[src/rtl/ptw_pkg.sv]
package ptw_pkg;
    typedef enum logic [2:0] {
        WALK_IDLE,
        WALK_L1_REQ,
        WALK_L1_WAIT,
        WALK_L2_REQ,
        WALK_L2_WAIT,
        WALK_DONE
    } walk_state_t;
endpackage

[src/rtl/ptw_entry_decode.sv]
module ptw_entry_decode #(
    parameter int ED_W    = 16,
    parameter int MA_W    = 12,
    parameter int FRAME_W = 6
) (
    input  logic [ED_W-1:0]    entry,
    output logic               ent_present,
    output logic [MA_W-1:0]    ent_base,
    output logic [FRAME_W-1:0] ent_frame
);
    localparam int PRESENT_BIT = ED_W - 1;

    always_comb begin
        ent_present = entry[PRESENT_BIT];
        ent_base    = entry[MA_W-1:0];
        ent_frame   = entry[FRAME_W-1:0];
    end
endmodule

[src/rtl/ptw_fsm.sv]
module ptw_fsm
    import ptw_pkg::*;
(
    input  logic clk,
    input  logic rst_n,
    input  logic req_valid,
    input  logic mem_rd_valid,
    input  logic ent_present,
    output logic busy,
    output logic mem_rd_en,
    output logic sel_l2,
    output logic take_req,
    output logic take_l1,
    output logic take_l2,
    output logic done_valid
);
    walk_state_t state, state_nx;

    always_comb begin
        state_nx = state;
        unique case (state)
            WALK_IDLE:    if (req_valid) state_nx = WALK_L1_REQ;
            WALK_L1_REQ:  state_nx = WALK_L1_WAIT;
            WALK_L1_WAIT: if (mem_rd_valid)
                              state_nx = ent_present ? WALK_L2_REQ : WALK_DONE;
            WALK_L2_REQ:  state_nx = WALK_L2_WAIT;
            WALK_L2_WAIT: if (mem_rd_valid) state_nx = WALK_DONE;
            WALK_DONE:    state_nx = WALK_IDLE;
            default:      state_nx = WALK_IDLE;
        endcase
    end

    always_ff @(posedge clk) begin
        if (!rst_n) state <= WALK_IDLE;
        else        state <= state_nx;
    end

    always_comb begin
        busy       = 1'b1;
        mem_rd_en  = 1'b0;
        sel_l2     = 1'b0;
        take_req   = 1'b0;
        take_l1    = 1'b0;
        take_l2    = 1'b0;
        done_valid = 1'b0;
        unique case (state)
            WALK_IDLE: begin
                busy     = 1'b0;
                take_req = req_valid;
            end
            WALK_L1_REQ:  mem_rd_en = 1'b1;
            WALK_L1_WAIT: take_l1 = mem_rd_valid;
            WALK_L2_REQ: begin
                mem_rd_en = 1'b1;
                sel_l2    = 1'b1;
            end
            WALK_L2_WAIT: begin
                sel_l2  = 1'b1;
                take_l2 = mem_rd_valid;
            end
            WALK_DONE:    done_valid = 1'b1;
            default:      busy = 1'b0;
        endcase
    end

    // a read request never lasts two cycles
    p_rd_pulse_r5: assert property (@(posedge clk) disable iff (!rst_n)
        mem_rd_en |=> !mem_rd_en);

    // completion is a single-cycle pulse
    p_done_pulse_r8: assert property (@(posedge clk) disable iff (!rst_n)
        done_valid |=> !done_valid);

    // accepting a request leads straight to the first read
    p_accept_r8: assert property (@(posedge clk) disable iff (!rst_n)
        (!busy && req_valid) |=> (mem_rd_en && !sel_l2));

    // completion only follows returned read data
    p_done_after_data_r9: assert property (@(posedge clk) disable iff (!rst_n)
        done_valid |-> $past(mem_rd_valid));
endmodule

[src/rtl/ptw_datapath.sv]
module ptw_datapath #(
    parameter int IDX1_W  = 5,
    parameter int IDX2_W  = 5,
    parameter int OFF_W   = 10,
    parameter int FRAME_W = 6,
    parameter int MA_W    = 12,
    localparam int VA_W   = IDX1_W + IDX2_W + OFF_W,
    localparam int PA_W   = FRAME_W + OFF_W
) (
    input  logic               clk,
    input  logic               rst_n,
    input  logic               take_req,
    input  logic               take_l1,
    input  logic               take_l2,
    input  logic               sel_l2,
    input  logic               done_valid,
    input  logic [VA_W-1:0]    req_vaddr,
    input  logic [MA_W-1:0]    pt_base,
    input  logic               ent_present,
    input  logic [MA_W-1:0]    ent_base,
    input  logic [FRAME_W-1:0] ent_frame,
    output logic [MA_W-1:0]    mem_addr,
    output logic [PA_W-1:0]    done_paddr,
    output logic               done_fault,
    output logic               done_fault_lvl
);
    localparam int IDX1_LO = IDX2_W + OFF_W;

    logic [VA_W-1:0] va_q;
    logic [MA_W-1:0] root_q;
    logic [MA_W-1:0] l2_base_q;
    logic [IDX1_W-1:0] idx1;
    logic [IDX2_W-1:0] idx2;
    logic [OFF_W-1:0]  offs;

    always_comb begin
        idx1 = va_q[VA_W-1:IDX1_LO];
        idx2 = va_q[IDX1_LO-1:OFF_W];
        offs = va_q[OFF_W-1:0];
        if (sel_l2) mem_addr = l2_base_q + MA_W'(idx2);
        else        mem_addr = root_q + MA_W'(idx1);
    end

    always_ff @(posedge clk) begin
        if (!rst_n) begin
            va_q           <= '0;
            root_q         <= '0;
            l2_base_q      <= '0;
            done_paddr     <= '0;
            done_fault     <= 1'b0;
            done_fault_lvl <= 1'b0;
        end else if (take_req) begin
            va_q           <= req_vaddr;
            root_q         <= pt_base;
            done_paddr     <= '0;
            done_fault     <= 1'b0;
            done_fault_lvl <= 1'b0;
        end else if (take_l1) begin
            l2_base_q <= ent_base;
            if (!ent_present) begin
                done_fault     <= 1'b1;
                done_fault_lvl <= 1'b0;
            end
        end else if (take_l2) begin
            if (ent_present) begin
                done_paddr <= {ent_frame, offs};
            end else begin
                done_fault     <= 1'b1;
                done_fault_lvl <= 1'b1;
            end
        end
    end

    // a level flag is only reported together with a fault
    p_lvl_implies_fault_r7: assert property (@(posedge clk) disable iff (!rst_n)
        (done_valid && done_fault_lvl) |-> done_fault);

    // a faulted result carries no address
    p_fault_zero_paddr_r6: assert property (@(posedge clk) disable iff (!rst_n)
        (done_valid && done_fault) |-> (done_paddr == '0));
endmodule

[src/rtl/ptw_walker.sv]
module ptw_walker #(
    parameter int IDX1_W  = 5,
    parameter int IDX2_W  = 5,
    parameter int OFF_W   = 10,
    parameter int FRAME_W = 6,
    parameter int MA_W    = 12,
    parameter int ED_W    = 16,
    localparam int VA_W   = IDX1_W + IDX2_W + OFF_W,
    localparam int PA_W   = FRAME_W + OFF_W
) (
    input  logic            clk,
    input  logic            rst_n,
    input  logic            req_valid,
    input  logic [VA_W-1:0] req_vaddr,
    input  logic [MA_W-1:0] pt_base,
    output logic            busy,
    output logic            mem_rd_en,
    output logic [MA_W-1:0] mem_addr,
    input  logic            mem_rd_valid,
    input  logic [ED_W-1:0] mem_rd_data,
    output logic            done_valid,
    output logic [PA_W-1:0] done_paddr,
    output logic            done_fault,
    output logic            done_fault_lvl
);
    logic               ent_present;
    logic [MA_W-1:0]    ent_base;
    logic [FRAME_W-1:0] ent_frame;
    logic               sel_l2, take_req, take_l1, take_l2;

    ptw_entry_decode #(.ED_W(ED_W), .MA_W(MA_W), .FRAME_W(FRAME_W)) u_dec (
        .entry       (mem_rd_data),
        .ent_present (ent_present),
        .ent_base    (ent_base),
        .ent_frame   (ent_frame)
    );

    ptw_fsm u_fsm (
        .clk          (clk),
        .rst_n        (rst_n),
        .req_valid    (req_valid),
        .mem_rd_valid (mem_rd_valid),
        .ent_present  (ent_present),
        .busy         (busy),
        .mem_rd_en    (mem_rd_en),
        .sel_l2       (sel_l2),
        .take_req     (take_req),
        .take_l1      (take_l1),
        .take_l2      (take_l2),
        .done_valid   (done_valid)
    );

    ptw_datapath #(
        .IDX1_W(IDX1_W), .IDX2_W(IDX2_W), .OFF_W(OFF_W),
        .FRAME_W(FRAME_W), .MA_W(MA_W)
    ) u_dp (
        .clk            (clk),
        .rst_n          (rst_n),
        .take_req       (take_req),
        .take_l1        (take_l1),
        .take_l2        (take_l2),
        .sel_l2         (sel_l2),
        .done_valid     (done_valid),
        .req_vaddr      (req_vaddr),
        .pt_base        (pt_base),
        .ent_present    (ent_present),
        .ent_base       (ent_base),
        .ent_frame      (ent_frame),
        .mem_addr       (mem_addr),
        .done_paddr     (done_paddr),
        .done_fault     (done_fault),
        .done_fault_lvl (done_fault_lvl)
    );
endmodule

[config.mk]
export PLATFORM = sky130hd
export DESIGN_NAME = ptw_walker
export DESIGN_NICKNAME = d
export VERILOG_FILES = /design/src/rtl/ptw_pkg.sv /design/src/rtl/ptw_entry_decode.sv /design/src/rtl/ptw_fsm.sv /design/src/rtl/ptw_datapath.sv /design/src/rtl/ptw_walker.sv
export SDC_FILE = /design/constraint.sdc
export NUM_CORES = 1
export LEC_CHECK = 0
export BUFFER_PORTS_ARGS = -buffer_cell sky130_fd_sc_hd__buf_4
export CAP_MARGIN = 10
export CORE_UTILIZATION = 46
export CTS_CLUSTER_DIAMETER = 40
export DETAILED_ROUTE_END_ITERATION = 6
export GPL_TIMING_DRIVEN = 0
export PLACE_DENSITY = 0.71
export SYNTH_ARGS = -nofsm -noshare
export SYNTH_HDL_FRONTEND = slang
export SYNTH_SLANG_ARGS = --single-unit
[constraint.sdc]
create_clock -name clk -period 2.9 [get_ports clk]
set_input_delay 0.145 -clock clk [delete_from_list [all_inputs] [get_ports clk]]
set_output_delay 0.145 -clock clk [all_outputs]
set_load 0.01 [all_outputs]
# After elaboration in Yosys (flattened, before gate mapping)

Index checks and enable logic that the tools add are counted.

Register bits: 65
Input port bits: 52
Output and inout port bits: 33

$add $sub $neg: 2
Equality and inequality tests: 10
Muxes and demuxes: 20
Bitwise logic cells: 3
Reductions and logical operators: 10

Operators by type and width:

| operator                                       | number |
|---|---|
| adder 12 x 5 -> 12 bit                         | 2 |
| case mux 3 bit (5 select lines)                | 1 |
| 2-to-1 mux 1 bit                               | 14 |
| 2-to-1 mux 12 bit                              | 1 |
| 2-to-1 mux 3 bit                               | 4 |
| != test 2 bit (second input constant)          | 5 |
| AND reduction 3 bit                            | 3 |
| == test 3 x 2 -> 1 bit (second input constant) | 2 |
| == test 3 bit (second input constant)          | 2 |
| OR reduction 2 bit                             | 3 |
| OR reduction 5 bit                             | 1 |
| == test 3 x 1 -> 1 bit (second input constant) | 1 |
| logical NOT 3 bit                              | 1 |
| NOT 1 bit                                      | 3 |
| AND reduction 2 bit                            | 1 |
| nonzero test 2 bit                             | 1 |

# Depth between registers and ports, before layout

Gate-level depths: netlist of the first run.

Depth after elaboration: 4
Gate-level depth with buffers: 8
Gate-level depth less buffers: 8

# By module

Synthesis of the first run repeated with hierarchy kept, for this count alone.

Cell total of the unflattened synthesis: 399
Area, all modules: 3524.6 um^2

By module, submodules not included:

| module           | times used | cells each | area an instance (um^2) | sequential area each (um^2) |
|---|---|---|---|---|
| ptw_datapath     | 1          | 353        | 3151.8                  | 1241.2 |
| ptw_fsm          | 1          | 27         | 230.2                   | 60.1 |
| ptw_entry_decode | 1          | 19         | 142.6                   | 0.0 |

# Least setup slack after synthesis of the first run

Ideal clock, no wire load.

Kind: register to output
Start point: register u_dp.l2_base_q[0]
End point: output mem_addr[8]
Data arrival time: 1807 ps
Data required time: 2755 ps
Setup slack: 948 ps
Stages on the path, launching flop included: 9
Buffers on the path: 0
Cells stage by stage: dfxtp_1 > ha_1 > inv_1 > fa_1 > nand2b_1 > a21oi_1 > o2111ai_1 > xor2_1 > mux2i_1

Word-level cells in the longest chain between the ends: 2

RTL lines:

| item                     | line               | text |
|---|---|---|
| start: declaration       | ptw_datapath.sv:31 | `logic [MA_W-1:0] l2_base_q;` |
| start signal: assignment | ptw_datapath.sv:59 | `l2_base_q <= ent_base;` |
| adder 12 x 5 -> 12 bit   | ptw_datapath.sv:40 | `if (sel_l2) mem_addr = l2_base_q + MA_W'(idx2);` |
| 2-to-1 mux 12 bit        | ptw_datapath.sv:40 |  |
| end: declaration         | ptw_walker.sv:18   | `output logic [MA_W-1:0] mem_addr,` |

Every way passes these cells.

# Worst setup path after layout of the first run

Start point: register u_dp.l2_base_q[0]
End point: output mem_addr[10]

The elaborated chain is that of the path after synthesis.

==> results of run 1 <==
[final cells by class]
cell class	instances	share of cell area, %
buffer	23	3.43
multi-input combinational	304	42.8
inverter	10	0.902
clock buffer	9	2.98
clock inverter	7	1.32
sequential	65	31.3
tap	96	2.89
timing repair buffer	80	14.4
[cells by family after synthesis]
family,share of synthesized area (%)
AO/OA/AOI/OAI,19.8
XOR/XNOR,4.56
adder cells (fa/ha/maj),5.06
buffers and inverters,5.52
flip-flops,39.9
multiplexers,3.11
AND/OR/NAND/NOR,22.1
[worst min-delay path by stage]
stage	endpoint	startpoint	cells past startpoint
floorplan	u_dp.done_paddr[10]$_SDFFE_PP0P_	mem_rd_data[0]	2
global route	u_dp.va_q[7]$_SDFFE_PN0P_	req_vaddr[7]	3
finish	u_dp.va_q[6]$_SDFFE_PN0P_	req_vaddr[6]	3
detailed placement	u_dp.va_q[7]$_SDFFE_PN0P_	req_vaddr[7]	3
global placement	u_dp.va_q[7]$_SDFFE_PN0P_	req_vaddr[7]	3
CTS	u_dp.va_q[6]$_SDFFE_PN0P_	req_vaddr[6]	3
[through the flow]
stage	setup slack [ns]	cell area [sq um]
2_1_floorplan	0.948	3260
3_3_place_gp	0.671	3980
3_5_place_dp	0.701	3980
4_1_cts	0.312	4160
5_1_grt	0.145	4160
6_report	0.304	4160
[routing by layer]
| metal | routed length [um] | track usage [%] |
|---|---|---|
| met1 | 3320 | 25.3 |
| met2 | 3520 | 36.5 |
| met3 | 578 | 7.43 |
| met4 | 68 | 6.82 |
| met5 | 0 | 0 |
[placed cells by master (no fill, tap or decap), types with 2 or more instances in the layout]
master,count
clkbuf_1,6
buf_2,9
a211oi_1,4
a31oi_1,2
a21boi_1,7
nand2_1,128
a21boi_0,37
dfxtp_1,65
inv_6,2
mux2i_1,9
nor3b_1,2
fa_1,2
a21oi_1,27
clkbuf_8,9
buf_4,84
o21ai_0,10
nor3_1,4
inv_1,9
nand4b_1,2
clkinvlp_4,2
nand4_1,2
o211ai_1,2
buf_6,4
ha_1,10
xor2_1,16
nand2b_1,3
and3_1,2
nor2_1,14
o21a_1,2
clkinv_4,2
nor2b_1,2
o2111ai_1,2
a21o_1,3
[registers in the layout (all words and copies together), names as in the netlist]
| register | flops |
|---|---|
| u_dp.va_q | 20 |
| u_dp.root_q | 12 |
| u_dp.done_fault | 1 |
| u_dp.done_fault_lvl | 1 |
| u_dp.l2_base_q | 12 |
| u_dp.done_paddr | 16 |
| u_fsm.state | 3 |
[worst max-delay path: cells and delay by family, from the launching register on]
family                   cells  cell delay (ns)
adder cells (fa/ha/maj)      2             0.57
buffers and inverters        2             0.21
AO/OA/AOI/OAI                2             0.45
multiplexers                 1             0.18
flip-flops                   1             0.36
AND/OR/NAND/NOR              1             0.19
XOR/XNOR                     1             0.16
[synth_stat cells, types with 2 or more instances]
| cell | instances |
|---|---|
| nand2_1 | 128 |
| dfxtp_1 | 65 |
| a21boi_0 | 37 |
| a21oi_1 | 27 |
| xor2_1 | 16 |
| nor2_1 | 14 |
| ha_1 | 10 |
| o21ai_0 | 10 |
| buf_2 | 9 |
| inv_1 | 9 |
| mux2i_1 | 9 |
| a21boi_1 | 7 |
| clkbuf_1 | 6 |
| a211oi_1 | 4 |
| buf_4 | 4 |
| buf_6 | 4 |
| nor3_1 | 4 |
| a21o_1 | 3 |
| nand2b_1 | 3 |
| a31oi_1 | 2 |
| and3_1 | 2 |
| fa_1 | 2 |
| nand4_1 | 2 |
| nand4b_1 | 2 |
| nor2b_1 | 2 |
| nor3b_1 | 2 |
| o2111ai_1 | 2 |
| o211ai_1 | 2 |
| o21a_1 | 2 |
[power by group through the flow]
stage	Clock, mW	Sequential, mW	Combinational (mW)
after global placement	0	0.989	0.364
after CTS	0.714	0.969	0.370
final	0.692	0.969	0.368
after floorplan	0	0.982	0.225
after global routing	0.751	0.975	0.410
after detailed placement	0	0.990	0.369
==> summary.md, run 1 <==
| Metric | Value |
|---|---|
| Final period utilization | `89.5%` |
| Achievable Freq | `385 MHz` |
| Slowest cell delay on critical path | `0.37 ns` |
| Combinational power share | `18.1%` |
| Largest area contributor in the netlist | `dfxtp_1` |
| Fin. Hold Viols | `0` |
| DP Cell Count | `578` |
| DRC | `0` |
| Mapped Cells | `402` |
| Share of the synthesized area in the top cell type | `39.9%` |
| Worst r2r src | `u_fsm.state[1]$_SDFFE_PN0P_` |
| PortBufs | `80` |
| Status | `complete, no violations` |
| GP Congestion | `0.838` |
| Synthesis-stage register bit count | `65` |
| Detailed Route Iter0 Violations | `102` |
| Worst setup path category | `flip-flop to output port` |
| Clock Latency Late Sink | `0.34 ns` |
| Crit Path Max Fanout | `4` |
| Average size of a mapped cell | `8.11 sq um` |
| Cell Area, Synth | `3260 sq um` |
| Post-synth EDFFs | `0` |
| First-pass GRT wire length | `12,400 um` |
| Worst-path cell chain | `ha_1 > inv_1 > fa_1 > nand2b_1 > a21oi_1 > o211ai_1 > xor2_1 > mux2i_1 > buf_4` |
| RSZ-0062 raised after global routing | `false` |
| H-tree depth | `3` |
| Critical path capture point | `mem_addr[10]` |
| HP Class | `primary input to flip-flop` |
| Power Dens Cells | `488 nW/um^2` |
| Share of layout cells above drive strength 1 | `24.3%` |
| CTS resizes | `0` |
| Critical Path Source | `u_dp.l2_base_q[0]$_SDFFE_PN0P_` |
| Sw Ratio | `29.4%` |
| CTS tree | `done` |
| DR pass1 iterations | `4` |
| Root Buffer | `clkbuf_8` |
| Fin util | `60.9%` |
| Period minus WS final | `2.60 ns` |
| Core ar. | `6830 sq um` |
| Syn nets | `466` |
| Critical path launch point type | `flip-flop` |
| Die Width | `86.2 um` |
| R2R depth | `6` |
| Synth top area cells | `dfxtp_1 (40%), nand2_1 (15%), a21boi_0 (8.5%), xor2_1 (4.3%), a21oi_1 (4.1%)` |
| DR vias | `2,936` |
| Wirelength per Cell | `12.6 um` |
| Post-synth cell types | `42` |
| Final setup fails | `0` |
| Non-filler instance count after layout | `594` |
| FFs w/ async S/R, synth | `0%` |
| Sequential Power Share | `47.8%` |
| Critical path's slowest cell | `fa_1` |
| Tot Pwr | `2.03 mW` |
| Max-slew headroom | `65.2%` |
| Reg area | `1300 sq um` |
| Top_reg_cell synth | `dfxtp_1` |
| Hold Slack | `0.0496 ns` |
| Post-DP HPWL | `5640 um` |
| Worst-Margin Slew | `0.517 ns` |
| RR Endpoint | `u_dp.done_paddr[1]$_SDFFE_PP0P_` |
| # diodes | `0` |
| Layout area overhead | `27.6%` |
| IO Pins | `85` |
| Largest net degree at the start of global routing | `14` |
| Crit path DAT | `2.45 ns` |
| Reg clk slew, reported paths | `0.08 ns` |
| Multi-input gate area | `1780 sq um` |
| Final nets | `557` |
| Reg2Reg Setup Slack | `1.22 ns` |
| # Max-Cap Violations | `0` |
| Pleak | `1.75 nW` |
| Hold buffers post-CTS | `0` |
| Clk pwr share | `34.1%` |
| Fill count | `663` |
| Post-DRT Antenna Nets | `0` |
| Crit end category | `output port` |
| Detailed Route WL | `7490 um` |
| Initial antenna violation count | `0` |
| P_sw | `0.597 mW` |
| VDD IR max | `0.340 mV` |
| Yosys Warn Count | `0` |
| Num CTS Buffers | `9` |
| Die area | `7430 sq um` |
| Die height | `86.2 um` |
| Post-CTS setup buffers | `0` |
| Seq/Total Area, Yosys | `39.9%` |
| Gr usage total | `21.4%` |
| Clk_skew | `0.00555 ns` |
| Clk sinks | `65` |
| Pins Over Slew Limit | `0` |
| Rows | `30` |
| Required @ worst endpoint | `2.76 ns` |
| Pint | `1.43 mW` |
| Initial Utilization | `47.7%` |
| Remaining global-route overflow | `0` |
| CTS Buffer Depth | `2` |
| Number of global-route vias before repair | `2,786` |
| Vias per cell | `4.94` |
| Sum Neg Setup Slack | `0 ns` |
Note: power is estimated with default switching activity, not from simulation.
==> run 2, diff against run 1 <==
--- a/config.mk
+++ b/config.mk
@@ -11,7 +11,8 @@
 export CTS_CLUSTER_DIAMETER = 40
 export DETAILED_ROUTE_END_ITERATION = 6
 export GPL_TIMING_DRIVEN = 0
-export PLACE_DENSITY = 0.71
+export PLACE_DENSITY = 0.7
 export SYNTH_ARGS = -nofsm -noshare
 export SYNTH_HDL_FRONTEND = slang
+export SYNTH_HIERARCHICAL = 1
 export SYNTH_SLANG_ARGS = --single-unit
==> run 2 against run 1 <==
Against the previous run:
- sequential power about the same
- first-iteration DRC count increased by 0.98%
- clock skew increased by 0.0024 ns
- wire length decreased by 1.9%
- critical path type unchanged
==> summary.md, run 2 <==
| Metric | Value |
|---|---|
| Setup WS post-layout | `0.309 ns (+0.00517 ns)` |
| Yosys Warn Count | `6 (+6)` |
| Most frequent cells in the layout | `buf_4 (87), nand2_1 (66), dfxtp_1 (65), mux2i_1 (42), nor2b_1 (34)` |
| Largest Register | `u_dp/va_q` |
| Largest area contributor in the netlist | `dfxtp_1` |
| Rows | `31 (+3.3%)` |
| Post-synthesis simple-gate area fraction | `20.5% (-1.6 points)` |
| Largest net degree at the start of global routing | `15 (+1)` |
| Seq/Total Area, Yosys | `36.9% (-3.0 points)` |
| Vias per cell | `4.88 (-1.2%)` |
| Sum Neg Setup Slack | `0 ns (unchanged)` |
| XOR/XNOR share of the synthesized area | `3.23% (-1.3 points)` |
| Slowest cell delay on critical path | `0.37 ns (about the same)` |
| H-tree depth | `3 (unchanged)` |
| Critical path's slowest cell | `fa_1` |
| Commonest non-fill, non-tap cell in the layout | `buf_4` |
| Detailed Route Iter0 Violations | `103 (+0.98%)` |
| Num CTS Buffers | `9 (unchanged)` |
| Most common cell in the netlist | `nand2_1` |
| Die area | `8020 sq um (+7.9%)` |
| CTS resizes | `0 (unchanged)` |
| Max-slew headroom | `74.6% (+9.5 points)` |
| Cell Area, Synth | `3520 sq um (+8.1%)` |
| Remaining global-route overflow | `0 (unchanged)` |
| Achievable Freq | `386 MHz (+0.20%)` |
| FFs w/ async S/R, synth | `0% (unchanged)` |
| Top_reg_cell synth | `dfxtp_1` |
| Pleak | `1.86 nW (+5.9%)` |
| Tot Pwr | `2.04 mW (+0.58%)` |
| # diodes | `0 (unchanged)` |
| Reg2Reg Setup Slack | `1.06 ns (-0.16 ns)` |
| Period minus WS final | `2.59 ns (-0.00517 ns)` |
| Adder-cell share of the synthesized area | `4.69% (-0.38 points)` |
| GP Congestion | `0.778 (-7.2%)` |
| Root Buffer | `clkbuf_8` |
| Post-synth cell types | `50 (+19%)` |
| Share of the synthesized area in the top cell type | `36.9% (-3.0 points)` |
| Post-synth EDFFs | `0 (unchanged)` |
| HP Class | `primary input to flip-flop` |
| Worst Min Path Start | `mem_rd_data[1]` |
| R2R depth | `7 (+1)` |
| Critical Path Source | `u_dp/root_q[0]$_SDFFE_PN0P_` |
| Clock Latency Late Sink | `0.34 ns (about the same)` |
| Hold buffers post-CTS | `0 (unchanged)` |
| DR vias | `2,837 (-3.4%)` |
| Crit path DAT | `2.45 ns (about the same)` |
| First-pass GRT wire length | `11,600 um (-6.2%)` |
| Post-DRT Antenna Nets | `0 (unchanged)` |
| Compound-Gate Fraction of Synth Area | `14.1% (-5.7 points)` |
| DR pass1 iterations | `6 (+2)` |
| Die Width | `89.5 um (+3.9%)` |
| Worst-path cell chain | `ha_1 > inv_1 > fa_1 > nand2b_1 > a21oi_2 > o21ai_0 > xor2_1 > mux2i_1 > buf_4` |
| Worst r2r src | `u_fsm/state[2]$_SDFFE_PN0P_` |
| Share of layout cells above drive strength 1 | `28.2% (+3.9 points)` |
| Synth top cells by count | `nand2_1 (66), dfxtp_1 (65), mux2i_1 (42), nor2b_1 (34), a21oi_1 (22)` |
| DP Cell Count | `566 (-2.1%)` |
| Largest registers | `u_dp/va_q: 20 flops, u_dp/done_paddr: 16 flops` |
| Fin. Hold Viols | `0 (unchanged)` |
| CTS tree | `done` |
| Critical path depth | `9 (unchanged)` |
| Fin util | `59.0% (-1.9 points)` |
| Wirelength per Cell | `12.6 um (+0.29%)` |
| Worst-Margin Slew | `0.381 ns (-0.136 ns)` |
| Post-DP HPWL | `5630 um (about the same)` |
| Post-CTS setup buffers | `0 (unchanged)` |
| Crit path buf inv count | `2 (unchanged)` |
| Non-filler instance count after layout | `581 (-2.2%)` |
| Critical path capture point | `mem_addr[6]` |
| # Max-Cap Violations | `0 (unchanged)` |
| Syn nets | `463 (-0.64%)` |
| Largest register FFs | `20 (unchanged)` |
| IO Pins | `85 (unchanged)` |
| DRC | `0 (unchanged)` |
| PortBufs | `68 (-15%)` |
| Power Dens Cells | `472 nW/um^2 (-3.2%)` |
| RR Endpoint | `u_dp/done_fault$_SDFFE_PP0P_` |
| Layout area overhead | `22.7%` |
| Status | `complete, no violations` |
| Critical path launch point type | `flip-flop` |
| Synthesis-stage register bit count | `65 (unchanged)` |
| CP delay by family, top | `adder cells` |
| Crit end category | `output port` |
| Synth top area cells | `dfxtp_1 (37%), mux2i_1 (12%), nand2_1 (7.0%), nor2b_1 (6.0%), buf_4 (4.0%)` |
| Die height | `89.5 um (+3.9%)` |
| Final period utilization | `89.3% (-0.18 points)` |
| Multiplexer share of the synthesized area | `12.2% (+9.1 points)` |
| Initial antenna violation count | `0 (unchanged)` |
| Clk_skew | `0.00799 ns (+0.00244 ns)` |
| Worst setup path category | `flip-flop to output port` |
| Required @ worst endpoint | `2.76 ns (about the same)` |
| Reg clk slew, reported paths | `0.07 ns (about the same)` |
| Average size of a mapped cell | `8.83 sq um (+8.9%)` |
| Core ar. | `7330 sq um (+7.3%)` |
| Final setup fails | `0 (unchanged)` |
| VDD IR max | `0.295 mV (-13%)` |
| Final nets | `542 (-2.7%)` |
| CTS Buffer Depth | `2 (unchanged)` |
| Clk sinks | `65 (unchanged)` |
| Hold Crit Depth | `3 (unchanged)` |
| Gr usage total | `19.1% (-2.3 points)` |
| Pins Over Slew Limit | `0 (unchanged)` |
| Mapped Cells | `399 (-0.75%)` |
| DP Worst Slack | `0.671 ns (-0.0303 ns)` |
| Number of global-route vias before repair | `2,678 (-3.9%)` |
| RSZ-0062 raised after global routing | `false` |
| Crit Path Max Fanout | `4 (unchanged)` |
| Detailed Route WL | `7350 um (-1.9%)` |
| Initial Utilization | `48.1% (+0.33 points)` |
| Main combinational cell family by area after synthesis | `simple AND/OR/NAND/NOR gates` |
## run 2: layer usage
metal | up-vias | global-route usage, % | share of wire [%]
li1 | 1485 | - | -
met1 | 1267 | 24.0 | 47
met2 | 77 | 31.5 | 47
met3 | 8 | 5.82 | 5.9
met4 | 0 | 6.06 | 0.87
met5 | - | 0 | 0
## run 2: logic make-up (layout without fill, tap and decap cells)
group           Yosys count  in the layout
compound gates           71             71
xor+xnor                 13             13
fa+ha+maj                12             12
buf+inv                  52            135
flops                    65             65
mux                      43             43
simple gates            143            143
## run 2: per-stage QoR
| stage | hold WS (ns) | cell area, sq um |
|---|---|---|
| after floorplan | 0.279 | 3520 |
| after global placement | 0.391 | 4160 |
| after detailed placement | 0.405 | 4160 |
| after CTS | 0.0355 | 4330 |
| after global routing | 0.0339 | 4330 |
| final | 0.0492 | 4330 |
## run 2: worst register-to-register path: stages, from the launching register on
cell	delay, ns
dfxtp_1	0.32
buf_2	0.17
nor4b_1	0.29
buf_2	0.30
nand2b_1	0.14
buf_2	0.20
buf_2	0.25
nor2_1	0.07
## run 2: worst min path at each step
| stage | end |
|---|---|
| CTS | u_dp/done_paddr[11]$_SDFFE_PP0P_ |
| finish | u_dp/done_paddr[11]$_SDFFE_PP0P_ |
| global route | u_dp/done_paddr[11]$_SDFFE_PP0P_ |
| detailed placement | u_dp/done_paddr[11]$_SDFFE_PP0P_ |
| floorplan | u_fsm/state[1]$_SDFFE_PN0P_ |
| global placement | u_dp/done_paddr[13]$_SDFFE_PP0P_ |
## run 2: layout make-up
type,count,area (sq um)
fillers,684,3010
multi-input cells,282,1930
flip-flops and latches,65,1300
repair buffers,68,510
plain buffers,40,249
clock buffers,9,124
well taps,99,124
inverters,12,45.0
clock inverters,6,42.5
## run 2: report_power, final
part / switching, mW / leakage (nW) / internal [mW]
Sequential: 0.0322 / 0.529 / 0.938
Clock: 0.355 / 0.0819 / 0.308
Combinational: 0.192 / 1.24 / 0.216
==> run 3, diff against run 2 <==
--- a/config.mk
+++ b/config.mk
@@ -11,7 +11,7 @@
 export CTS_CLUSTER_DIAMETER = 40
 export DETAILED_ROUTE_END_ITERATION = 6
 export GPL_TIMING_DRIVEN = 0
-export PLACE_DENSITY = 0.7
+export PLACE_DENSITY = 0.69
 export SYNTH_ARGS = -nofsm -noshare
 export SYNTH_HDL_FRONTEND = slang
 export SYNTH_HIERARCHICAL = 1
==> run 3 against run 2 <==
Against the previous run:
- register-to-register slack hardly changed
- critical path depth stayed put
- final area is 0.67% higher
- sequential power hardly changed
- die area stayed put
- critical path type unchanged
==> summary.md, run 3 (synthesized netlist as in run 2, its figures left out) <==
| Metric | Value |
|---|---|
| Clock Latency Late Sink | `0.34 ns (about the same)` |
| Pleak | `1.87 nW (+0.66%)` |
| Crit end category | `output port` |
| Post-DRT Antenna Nets | `0 (unchanged)` |
| Post-route cell area | `4350 sq um (+0.67%)` |
| Commonest non-fill, non-tap cell in the layout | `buf_4` |
| Pint | `1.56 mW (+6.6%)` |
| Period minus WS final | `2.65 ns (+0.0594 ns)` |
| Gr usage total | `19.2% (+0.074 points)` |
| Root Buffer | `clkbuf_8` |
| Largest registers | `u_dp/va_q: 20 flops, u_dp/done_paddr: 16 flops` |
| Clk_skew | `0.0159 ns (+0.00792 ns)` |
| Reg clk slew, reported paths | `0.08 ns (about the same)` |
| Clk sinks | `65 (unchanged)` |
| CTS resizes | `0 (unchanged)` |
| Wirelength per Cell | `12.7 um (+0.64%)` |
| DR vias | `2,847 (+0.35%)` |
| IO Pins | `85 (unchanged)` |
| Sequential Power Share | `45.3% (-2.2 points)` |
| DRC | `0 (unchanged)` |
| Post-DP HPWL | `5630 um (-0.13%)` |
| PortBufs | `68 (unchanged)` |
| VDD IR max | `0.365 mV (+24%)` |
| Initial Utilization | `48.1% (unchanged)` |
| Core ar. | `7330 sq um (unchanged)` |
| Worst-path cell chain | `ha_1 > inv_1 > fa_1 > nand2b_1 > a21oi_2 > o2111ai_1 > xor2_1 > mux2i_1 > buf_4` |
| Largest net degree at the start of global routing | `15 (unchanged)` |
| Max-slew headroom | `75.2% (+0.58 points)` |
| P_sw | `0.584 mW (+0.77%)` |
| # diodes | `0 (unchanged)` |
| Power Dens Cells | `492 nW/um^2 (+4.2%)` |
| Hold buffers post-CTS | `0 (unchanged)` |
| Initial antenna violation count | `0 (unchanged)` |
| Sum Neg Setup Slack | `0 ns (unchanged)` |
| Status | `complete, no violations` |
| Die height | `89.5 um (unchanged)` |
| H-tree depth | `3 (unchanged)` |
| Clk pwr share | `35.6% (+3.2 points)` |
| Critical path's slowest cell | `fa_1` |
| Final period utilization | `91.4% (+2.0 points)` |
| Die area | `8020 sq um (unchanged)` |
| Area after DPL | `4160 sq um (unchanged)` |
| Fin. Hold Viols | `0 (unchanged)` |
| Largest register FFs | `20 (unchanged)` |
| Num CTS Buffers | `9 (unchanged)` |
| Worst-Margin Slew | `0.372 ns (-0.00863 ns)` |
| Final setup fails | `0 (unchanged)` |
| Final nets | `542 (unchanged)` |
| First-pass GRT wire length | `11,700 um (+0.76%)` |
| Share of layout cells above drive strength 1 | `28.0% (-0.27 points)` |
| GP Congestion | `0.757 (-2.8%)` |
| Crit Path Max Fanout | `4 (unchanged)` |
| Post-CTS setup buffers | `0 (unchanged)` |
| Remaining global-route overflow | `0 (unchanged)` |
| Number of global-route vias before repair | `2,643 (-1.3%)` |
| Detailed Route Iter0 Violations | `68 (-34%)` |
| Worst setup path category | `flip-flop to output port` |
| Slowest cell delay on critical path | `0.39 ns (+0.02 ns)` |
| Detailed Route WL | `7410 um (+0.82%)` |
| Vias per cell | `4.89 (+0.18%)` |
| Combinational power share | `19.1% (-0.9 points)` |
| Most frequent cells in the layout | `buf_4 (87), nand2_1 (66), dfxtp_1 (65), mux2i_1 (42), nor2b_1 (34)` |
| DR pass1 iterations | `4 (-2)` |
| Required @ worst endpoint | `2.76 ns (about the same)` |
| Pins Over Slew Limit | `0 (unchanged)` |
| CTS tree | `done` |
| Die Width | `89.5 um (unchanged)` |
| Largest Register | `u_dp/va_q` |
| Layout area overhead | `23.5%` |
| Fill count | `663 (-3.1%)` |
| Crit path DAT | `2.51 ns (+0.06 ns)` |
| RSZ-0062 raised after global routing | `false` |
| CTS Buffer Depth | `2 (unchanged)` |
| HP Class | `primary input to flip-flop` |
| Rows | `31 (unchanged)` |
| Critical path launch point type | `flip-flop` |
| Hold Slack | `0.0454 ns (-0.00385 ns)` |
| Achievable Freq | `377 MHz (-2.2%)` |
| Sw Ratio | `27.3% (-1.1 points)` |
| # Max-Cap Violations | `0 (unchanged)` |
==> run 3: cell types whose count changed in the layout (fill, tap and decap cells not counted) <==
cell and delta:
bufinv_16 +1, clkbuf_1 +2, clkinvlp_4 -1, clkinv_4 +2
clkinv_2 -2, inv_6 -1
==> run 3: per-stage QoR <==
step                utilization, %  worst slack (ns)  power (mW)  cells
floorplan                        -             0.924        1.26    399
global placement              56.7             0.700        1.39    566
detailed placement            56.7             0.633        1.40    566
CTS                           59.4             0.261        2.17    582
global route                  59.4            0.0397        2.25    582
finish                        59.4             0.250        2.14    582
==> run 3: layout make-up <==
type                            count  area (sq um)  share of cell area (%)
Buffer                             40           249                    5.72
Clock buffer                       11           131                    3.02
Clock inverter                      5          63.8                    1.47
Inverter                           12          45.0                    1.03
Multi-Input combinational cell    282          1930                    44.3
Sequential cell                    65          1300                    29.9
Tap cell                           99           124                    2.84
Timing Repair Buffer               68           510                    11.7
==> run 3: critical path: cells and delay by family (launching register included) <==
kind                     cells  cell delay, ns
AO/OA/AOI/OAI                2            0.40
XOR/XNOR                     1            0.17
adder cells (fa/ha/maj)      2            0.64
buffers and inverters        2            0.23
flip-flops                   1            0.36
multiplexers                 1            0.17
AND/OR/NAND/NOR              1            0.21
==> run 3: layer usage <==
| metal | share of wire (%) | vias up | track usage (%) | routed length, um |
|---|---|---|---|---|
| met5 | 0 | - | 0 | 0 |
| met4 | 0.34 | 0 | 3.46 | 25 |
| met3 | 6.7 | 2 | 6.83 | 497 |
| met2 | 47 | 76 | 32.5 | 3470 |
| met1 | 46 | 1294 | 23.7 | 3410 |
| li1 | - | 1475 | - | - |
==> run 3: final timing paths <==
kind	startpoint	to	slack, ns	cells after the start
max	u_dp/root_q[0]$_SDFFE_PN0P_	mem_addr[8]	0.25	9
min	mem_rd_data[2]	u_dp/done_paddr[12]$_SDFFE_PP0P_	0.05	3
max reg2reg	u_fsm/state[1]$_SDFFE_PN0P_	u_dp/done_paddr[1]$_SDFFE_PP0P_	1.07	8
min reg2reg	u_dp/done_paddr[0]$_SDFFE_PP0P_	u_dp/done_paddr[0]$_SDFFE_PP0P_	0.46	2
==> run 3: power groups by stage <==
stage | logic, mW | registers (mW) | clock network [mW]
2_1_floorplan | 0.279 | 0.980 | 0
3_3_place_gp | 0.404 | 0.989 | 0
3_5_place_dp | 0.410 | 0.991 | 0
4_1_cts | 0.411 | 0.971 | 0.788
5_1_grt | 0.450 | 0.976 | 0.823
6_report | 0.409 | 0.971 | 0.762
